==> src/rtl/mrf_pkg.sv <==
package mrf_pkg;
  localparam int REG_AW = 5;
  localparam logic [REG_AW-1:0] REG_ZERO = 5'h00;
  localparam logic [REG_AW-1:0] REG_HDR  = 5'h01;
  localparam logic [REG_AW-1:0] REG_CNT  = 5'h1c;
  localparam logic [REG_AW-1:0] REG_ADRA = 5'h1d;
  localparam logic [REG_AW-1:0] REG_ADRB = 5'h1e;
  localparam logic [REG_AW-1:0] REG_DATA = 5'h1f;

  typedef struct packed {
    logic popData;
    logic loadHdr;
    logic wrCount;
    logic wrStore;
    logic emitOut;
  } mrfStrobes_t;
endpackage

==> src/rtl/mrf_ctrl.sv <==
module mrf_ctrl
  import mrf_pkg::*;
(
  input  logic              clk,
  input  logic              rstN,
  input  logic              rdEnA,
  input  logic [REG_AW-1:0] rdAddrA,
  input  logic              rdEnB,
  input  logic [REG_AW-1:0] rdAddrB,
  input  logic              wrEn,
  input  logic [REG_AW-1:0] wrAddr,
  input  logic              pktValid,
  output mrfStrobes_t       strb,
  output logic              pktReady,
  output logic              rdStall
);
  logic dataRead;

  always_comb begin
    dataRead      = (rdEnA && rdAddrA == REG_DATA) || (rdEnB && rdAddrB == REG_DATA);
    strb.popData  = dataRead && pktValid;
    strb.loadHdr  = wrEn && wrAddr == REG_HDR;
    strb.wrCount  = wrEn && wrAddr == REG_CNT;
    strb.emitOut  = wrEn && wrAddr == REG_DATA;
    strb.wrStore  = wrEn && wrAddr != REG_ZERO && wrAddr != REG_CNT && wrAddr != REG_DATA;
    pktReady      = strb.popData;
    rdStall       = dataRead && !pktValid;
  end

  assert_stall_no_pop_R7: assert property (@(posedge clk) disable iff (!rstN)
    rdStall |-> !pktReady);
  assert_pop_needs_valid_R6: assert property (@(posedge clk) disable iff (!rstN)
    pktReady |-> pktValid);
  assert_one_write_kind_R10: assert property (@(posedge clk) disable iff (!rstN)
    $onehot0({strb.loadHdr, strb.wrCount, strb.emitOut}));
endmodule

==> src/rtl/mrf_datapath.sv <==
module mrf_datapath
  import mrf_pkg::*;
#(
  parameter int DATA_W  = 32,
  parameter int CNT_W   = 14,
  parameter int OPC_W   = 7,
  parameter int OPC_LSB = 16,
  parameter int JADDR_W = 12
) (
  input  logic               clk,
  input  logic               rstN,
  input  mrfStrobes_t        strb,
  input  logic [REG_AW-1:0]  rdAddrA,
  input  logic [REG_AW-1:0]  rdAddrB,
  input  logic [REG_AW-1:0]  wrAddr,
  input  logic [DATA_W-1:0]  wrData,
  input  logic [DATA_W-1:0]  pktData,
  input  logic               tblWe,
  input  logic [OPC_W-1:0]   tblIdx,
  input  logic [JADDR_W-1:0] tblAddr,
  output logic [DATA_W-1:0]  rdDataA,
  output logic [DATA_W-1:0]  rdDataB,
  output logic               dispValid,
  output logic [JADDR_W-1:0] dispAddr,
  output logic [OPC_W-1:0]   dispOpcode,
  output logic               dispBad,
  output logic               outValid,
  output logic [DATA_W-1:0]  outWord,
  output logic [DATA_W-1:0]  addrPortA,
  output logic [DATA_W-1:0]  addrPortB
);
  localparam int NUM_REGS = 1 << REG_AW;
  localparam int NUM_OPC  = 1 << OPC_W;

  logic [DATA_W-1:0]  regs    [NUM_REGS];
  logic [JADDR_W-1:0] jumpTbl [NUM_OPC];
  logic [CNT_W-1:0]   count;
  logic [OPC_W-1:0]   hdrOpc;
  logic               hdrOk;

  assign hdrOpc = wrData[OPC_LSB +: OPC_W];
  assign hdrOk  = !wrData[OPC_LSB + OPC_W];

  function automatic logic [DATA_W-1:0] readReg(input logic [REG_AW-1:0] a);
    case (a)
      REG_ZERO: readReg = '0;
      REG_CNT:  readReg = DATA_W'(count);
      REG_DATA: readReg = pktData;
      default:  readReg = regs[a];
    endcase
  endfunction

  assign rdDataA   = readReg(rdAddrA);
  assign rdDataB   = readReg(rdAddrB);
  assign addrPortA = regs[REG_ADRA];
  assign addrPortB = regs[REG_ADRB];

  always_ff @(posedge clk) begin
    if (tblWe) jumpTbl[tblIdx] <= tblAddr;
  end

  always_ff @(posedge clk) begin
    if (!rstN) begin
      for (int i = 0; i < NUM_REGS; i++) regs[i] <= '0;
    end else if (strb.wrStore) begin
      regs[wrAddr] <= wrData;
    end
  end

  always_ff @(posedge clk) begin
    if (!rstN)                           count <= '0;
    else if (strb.loadHdr)               count <= wrData[CNT_W-1:0];
    else if (strb.wrCount)               count <= wrData[CNT_W-1:0];
    else if (strb.popData && count != 0) count <= count - CNT_W'(1);
  end

  always_ff @(posedge clk) begin
    if (!rstN) begin
      dispValid  <= 1'b0;
      dispBad    <= 1'b0;
      dispAddr   <= '0;
      dispOpcode <= '0;
      outValid   <= 1'b0;
      outWord    <= '0;
    end else begin
      dispValid <= strb.loadHdr && hdrOk;
      dispBad   <= strb.loadHdr && !hdrOk;
      if (strb.loadHdr) begin
        dispOpcode <= hdrOpc;
        dispAddr   <= jumpTbl[hdrOpc];
      end
      outValid <= strb.emitOut;
      if (strb.emitOut) outWord <= wrData;
    end
  end

  assert_zero_read_R1: assert property (@(posedge clk) disable iff (!rstN)
    (rdAddrA == REG_ZERO) |-> (rdDataA == '0));
  assert_count_dec_R6: assert property (@(posedge clk) disable iff (!rstN)
    (strb.popData && !strb.loadHdr && !strb.wrCount && count != 0)
      |=> (count == $past(count) - CNT_W'(1)));
  assert_count_sat_R6: assert property (@(posedge clk) disable iff (!rstN)
    (strb.popData && !strb.loadHdr && !strb.wrCount && count == 0) |=> (count == 0));
  assert_disp_after_hdr_R4: assert property (@(posedge clk) disable iff (!rstN)
    strb.loadHdr |=> (dispValid || dispBad));
  assert_disp_excl_R5: assert property (@(posedge clk) disable iff (!rstN)
    $onehot0({dispValid, dispBad}));
  assert_out_pulse_R9: assert property (@(posedge clk) disable iff (!rstN)
    !strb.emitOut |=> !outValid);
endmodule

==> src/rtl/mcu_pkt_regfile.sv <==
module mcu_pkt_regfile
  import mrf_pkg::*;
#(
  parameter int DATA_W  = 32,
  parameter int CNT_W   = 14,
  parameter int OPC_W   = 7,
  parameter int OPC_LSB = 16,
  parameter int JADDR_W = 12
) (
  input  logic               clk,
  input  logic               rstN,
  input  logic               rdEnA,
  input  logic [REG_AW-1:0]  rdAddrA,
  output logic [DATA_W-1:0]  rdDataA,
  input  logic               rdEnB,
  input  logic [REG_AW-1:0]  rdAddrB,
  output logic [DATA_W-1:0]  rdDataB,
  input  logic               wrEn,
  input  logic [REG_AW-1:0]  wrAddr,
  input  logic [DATA_W-1:0]  wrData,
  input  logic               pktValid,
  input  logic [DATA_W-1:0]  pktData,
  output logic               pktReady,
  output logic               rdStall,
  input  logic               tblWe,
  input  logic [OPC_W-1:0]   tblIdx,
  input  logic [JADDR_W-1:0] tblAddr,
  output logic               dispValid,
  output logic [JADDR_W-1:0] dispAddr,
  output logic [OPC_W-1:0]   dispOpcode,
  output logic               dispBad,
  output logic               outValid,
  output logic [DATA_W-1:0]  outWord,
  output logic [DATA_W-1:0]  addrPortA,
  output logic [DATA_W-1:0]  addrPortB
);
  mrfStrobes_t strb;

  mrf_ctrl u_ctrl (
    .clk(clk), .rstN(rstN),
    .rdEnA(rdEnA), .rdAddrA(rdAddrA), .rdEnB(rdEnB), .rdAddrB(rdAddrB),
    .wrEn(wrEn), .wrAddr(wrAddr), .pktValid(pktValid),
    .strb(strb), .pktReady(pktReady), .rdStall(rdStall)
  );

  mrf_datapath #(
    .DATA_W(DATA_W), .CNT_W(CNT_W), .OPC_W(OPC_W),
    .OPC_LSB(OPC_LSB), .JADDR_W(JADDR_W)
  ) u_dp (
    .clk(clk), .rstN(rstN), .strb(strb),
    .rdAddrA(rdAddrA), .rdAddrB(rdAddrB), .wrAddr(wrAddr), .wrData(wrData),
    .pktData(pktData), .tblWe(tblWe), .tblIdx(tblIdx), .tblAddr(tblAddr),
    .rdDataA(rdDataA), .rdDataB(rdDataB),
    .dispValid(dispValid), .dispAddr(dispAddr), .dispOpcode(dispOpcode),
    .dispBad(dispBad), .outValid(outValid), .outWord(outWord),
    .addrPortA(addrPortA), .addrPortB(addrPortB)
  );
endmodule

==> config.mk <==
export PLATFORM = sky130hd
export DESIGN_NAME = mcu_pkt_regfile
export DESIGN_NICKNAME = d
export VERILOG_FILES = /design/src/rtl/mrf_pkg.sv /design/src/rtl/mrf_ctrl.sv /design/src/rtl/mrf_datapath.sv /design/src/rtl/mcu_pkt_regfile.sv
export SDC_FILE = /design/constraint.sdc
export NUM_CORES = 2
export LEC_CHECK = 0
export BUFFER_PORTS_ARGS = -buffer_cell sky130_fd_sc_hd__buf_2
export CAP_MARGIN = 10
export CORE_MARGIN = 10
export CORE_UTILIZATION = 45
export CTS_CLUSTER_SIZE = 28
export DETAILED_ROUTE_END_ITERATION = 6
export SLEW_MARGIN = 20
export SYNTH_ARGS = -nofsm -noshare
export SYNTH_HDL_FRONTEND = slang
export SYNTH_SLANG_ARGS = --single-unit
export TNS_END_PERCENT = 5
==> constraint.sdc <==
create_clock -name clk -period 4.8 [get_ports clk]
set_input_delay 0.96 -clock clk [delete_from_list [all_inputs] [get_ports clk]]
set_output_delay 0.96 -clock clk [all_outputs]
set_load 0.01 [all_outputs]
==> metrics.csv <==
metric,value,unit
wire per inst,34.8,um
CTS Hold Bufs,0,
# rows,186,
die span in x,529,um
Setup TNS,0,ns
Relative slew margins,23.4,%
final RePlAce weighted congestion,0.861,
Max VDD drop,386,uV
CTS root buffer,clkbuf_16,
Clock Sinks,2628,
WS Path Type,input port to primary output,
share of layout cells above drive strength 1,27.4,%
Clock Skew,0.0526,ns
Reg2Reg Depth,6,
Final period util,97.7,%
die area,280000,um2
via count,67800,
RSZ-0062 raised after global routing,false,
CTS tree,done,
Post-CTS Setup Inserts,0,
Die Y,529,um
Crit. End Element,primary output,
total global-route track usage,26.4,%
Unique masters post-synth,60,
Power Density,387,nW/um2
Final ANT Viol Nets,0,
CP Data Arrival Time,3.73,ns
post-synthesis register bit count,2628,
PortBufs,288,
min Tclk post-route,4.69,ns
Hold EP,u_dp.dispValid$_SDFF_PN0_,
"Seq/Total Area, Yosys",67.0,%
Post-Route WL,377,mm
global-route wire length before repair,527,mm
RR Endpoint,u_dp.count[1]$_SDFFE_PN0P_,
total gr overflow,0,
initial drt markers,8708,
largest net degree at the start of global routing,98,
CTS buffer count,299,
Worst Hold Class,input port to flip-flop,
Reg2Reg Setup Slack,1.94,ns
critical path peak fanout,31,
final setup violating endpoints,0,
initial antenna violation count,49,
post-synthesis cell count,6652,
ys flop type,edfxtp_1,
vias in the first global route,68200,
Tot Pwr,0.0521,W
Post-synth EDFFs,2560,
hold path startpoint,wrData[23],
initial core utilization,45.3,%
final-stage net count,7313,
max-capacitance violation count,0,
Leak Pwr,45.7,nW
clk slew on worst S/H paths,0.06,ns
placed cell count,10300,
Syn Area/Cell,17.5,um2
Core Box Area,257000,um2
critical path required time,3.84,ns
status,"finished, final reports clean",
# IOs,289,
Worst R2R Start,u_dp.count[5]$_SDFFE_PN0P_,
Slew Limit Fails,0,
post_cts resized,1,
worst slew pin tran,1.15,ns
Layout Cells excl Fill,10800,
"Clk Latency, worst-skew pair",0.94,ns
"Hold Violations, Final",0,
yosys warns,0,
Pre-Repair DR Iteration Count,6,
hold_ws,0.253,ns
Avg Vias per Cell,6.27,
Startpoint Class,input port,
Syn-to-layout area delta,15.3,%
maximum root-to-sink buffer count,4,
hold path depth,2,
DRC Markers,0,
H-Tree Depth,5,
Max Freq,0.213,GHz
Post-synth ARST share,0,%
Mapped Area,117000,um2
dpl hpwl,231,mm
area by class of cell:
| cell class | count | area, um2 |
|---|---|---|
| clock inverters | 130 | 1070 |
| inverters | 8 | 32.5 |
| flip-flops and latches | 2628 | 78200 |
| well taps | 3384 | 4230 |
| clock buffers | 375 | 7940 |
| repair buffers | 739 | 6040 |
| diodes | 19 | 47.5 |
| multi-input cells | 3531 | 36900 |
| fillers | 20600 | 123000 |
sequential cells by signal, indices dropped and copies added (netlist names):
name,count
u_dp.jumpTbl,1536
u_dp.regs,1024
u_dp.outWord,32
u_dp.count,14
u_dp.dispAddr,12
u_dp.dispOpcode,7
u_dp.dispBad,1
u_dp.dispValid,1
u_dp.outValid,1
layer usage:
metal | wire [um] | up-vias | GRT usage, %
met5 | 87 | - | 0
met4 | 15900 | 12 | 9.74
met3 | 34300 | 826 | 4.99
met2 | 183000 | 3929 | 43.5
met1 | 143000 | 35500 | 35.0
li1 | - | 27600 | -
cells in the final DEF (no fill, tap or decap), types with 33 or more instances in the layout:
master,instances
a21oi_1,135
a221oi_1,45
a22o_1,38
a22oi_1,170
and2_1,870
and3_1,33
buf_12,85
buf_2,263
buf_4,379
clkbuf_1,66
clkbuf_16,305
clkinv_1,53
clkinv_2,45
conb_1,96
dfxtp_1,68
edfxtp_1,2560
mux2i_1,541
mux4_2,798
nand2_1,185
nor2_1,145
nor3_1,38
o21ai_0,89
cells by family (layout without fill, tap and decap cells):
kind of cell             Yosys count  in the layout  share of synthesized area (%)
adder cells (fa/ha/maj)            1              1                         0.0107
other                              1            115                        0.00321
AND/OR/NAND/NOR                 1458           1458                           7.02
flip-flops                      2628           2628                           67.0
buffers and inverters            588           1252                           2.18
XOR/XNOR                          12             12                         0.0901
multiplexers                    1361           1361                           20.3
AO/OA/AOI/OAI                    603            603                           3.41
worst max-delay path, cell delays in order:
cell      delay [ns]
buf_8           0.33
buf_12          0.30
mux4_2          0.54
mux4_2          0.49
a221oi_2        0.58
buf_4           0.23
o21ai_0         0.07
buf_2           0.15
synthesized netlist by cell type (all sizes together) (46+ instances only):
cell type     n  area (um2)
nand2       187         702
nor2        176         661
a21oi       136         681
mux4        798       18000
mux2i       541        5420
a221oi       46         403
a22oi       170        1280
and2        873        5460
dfxtp        68        1360
buf         169         973
edfxtp     2560       76900
o21ai       119         596
clkbuf      411        1540
worst max path at each step:
| stage | to | slack, ns | cells past startpoint | startpoint |
|---|---|---|---|---|
| floorplan | u_dp.regs[12][0]$_SDFFCE_PN0P_ | 0.0004 | 6 | rstN |
| global placement | rdDataB[21] | -0.12 | 8 | rdAddrB[0] |
| detailed placement | rdDataB[21] | -0.11 | 8 | rdAddrB[0] |
| CTS | rdDataB[21] | 0.16 | 8 | rdAddrB[0] |
| global route | rdDataB[21] | 0.04 | 8 | rdAddrB[0] |
| finish | rdDataB[21] | 0.11 | 8 | rdAddrB[0] |
power by group:
part | internal (W) | switching [W]
combinational | 0.00182 | 0.00266
sequential | 0.0257 | 0.000362
clock | 0.0125 | 0.00902
total | 0.0401 | 0.0120
through the flow:
| stage | setup slack, ns | utilization (%) | area, um2 |
|---|---|---|---|
| global placement | -0.123 | 48.7 | 125000 |
| CTS | 0.160 | 52.2 | 134000 |
| finish | 0.110 | 52.3 | 135000 |
| detailed placement | -0.112 | 48.7 | 125000 |
| global route | 0.0410 | 52.3 | 134000 |
| floorplan | 0.000384 | - | 117000 |
(Power assumes the default switching activity.)
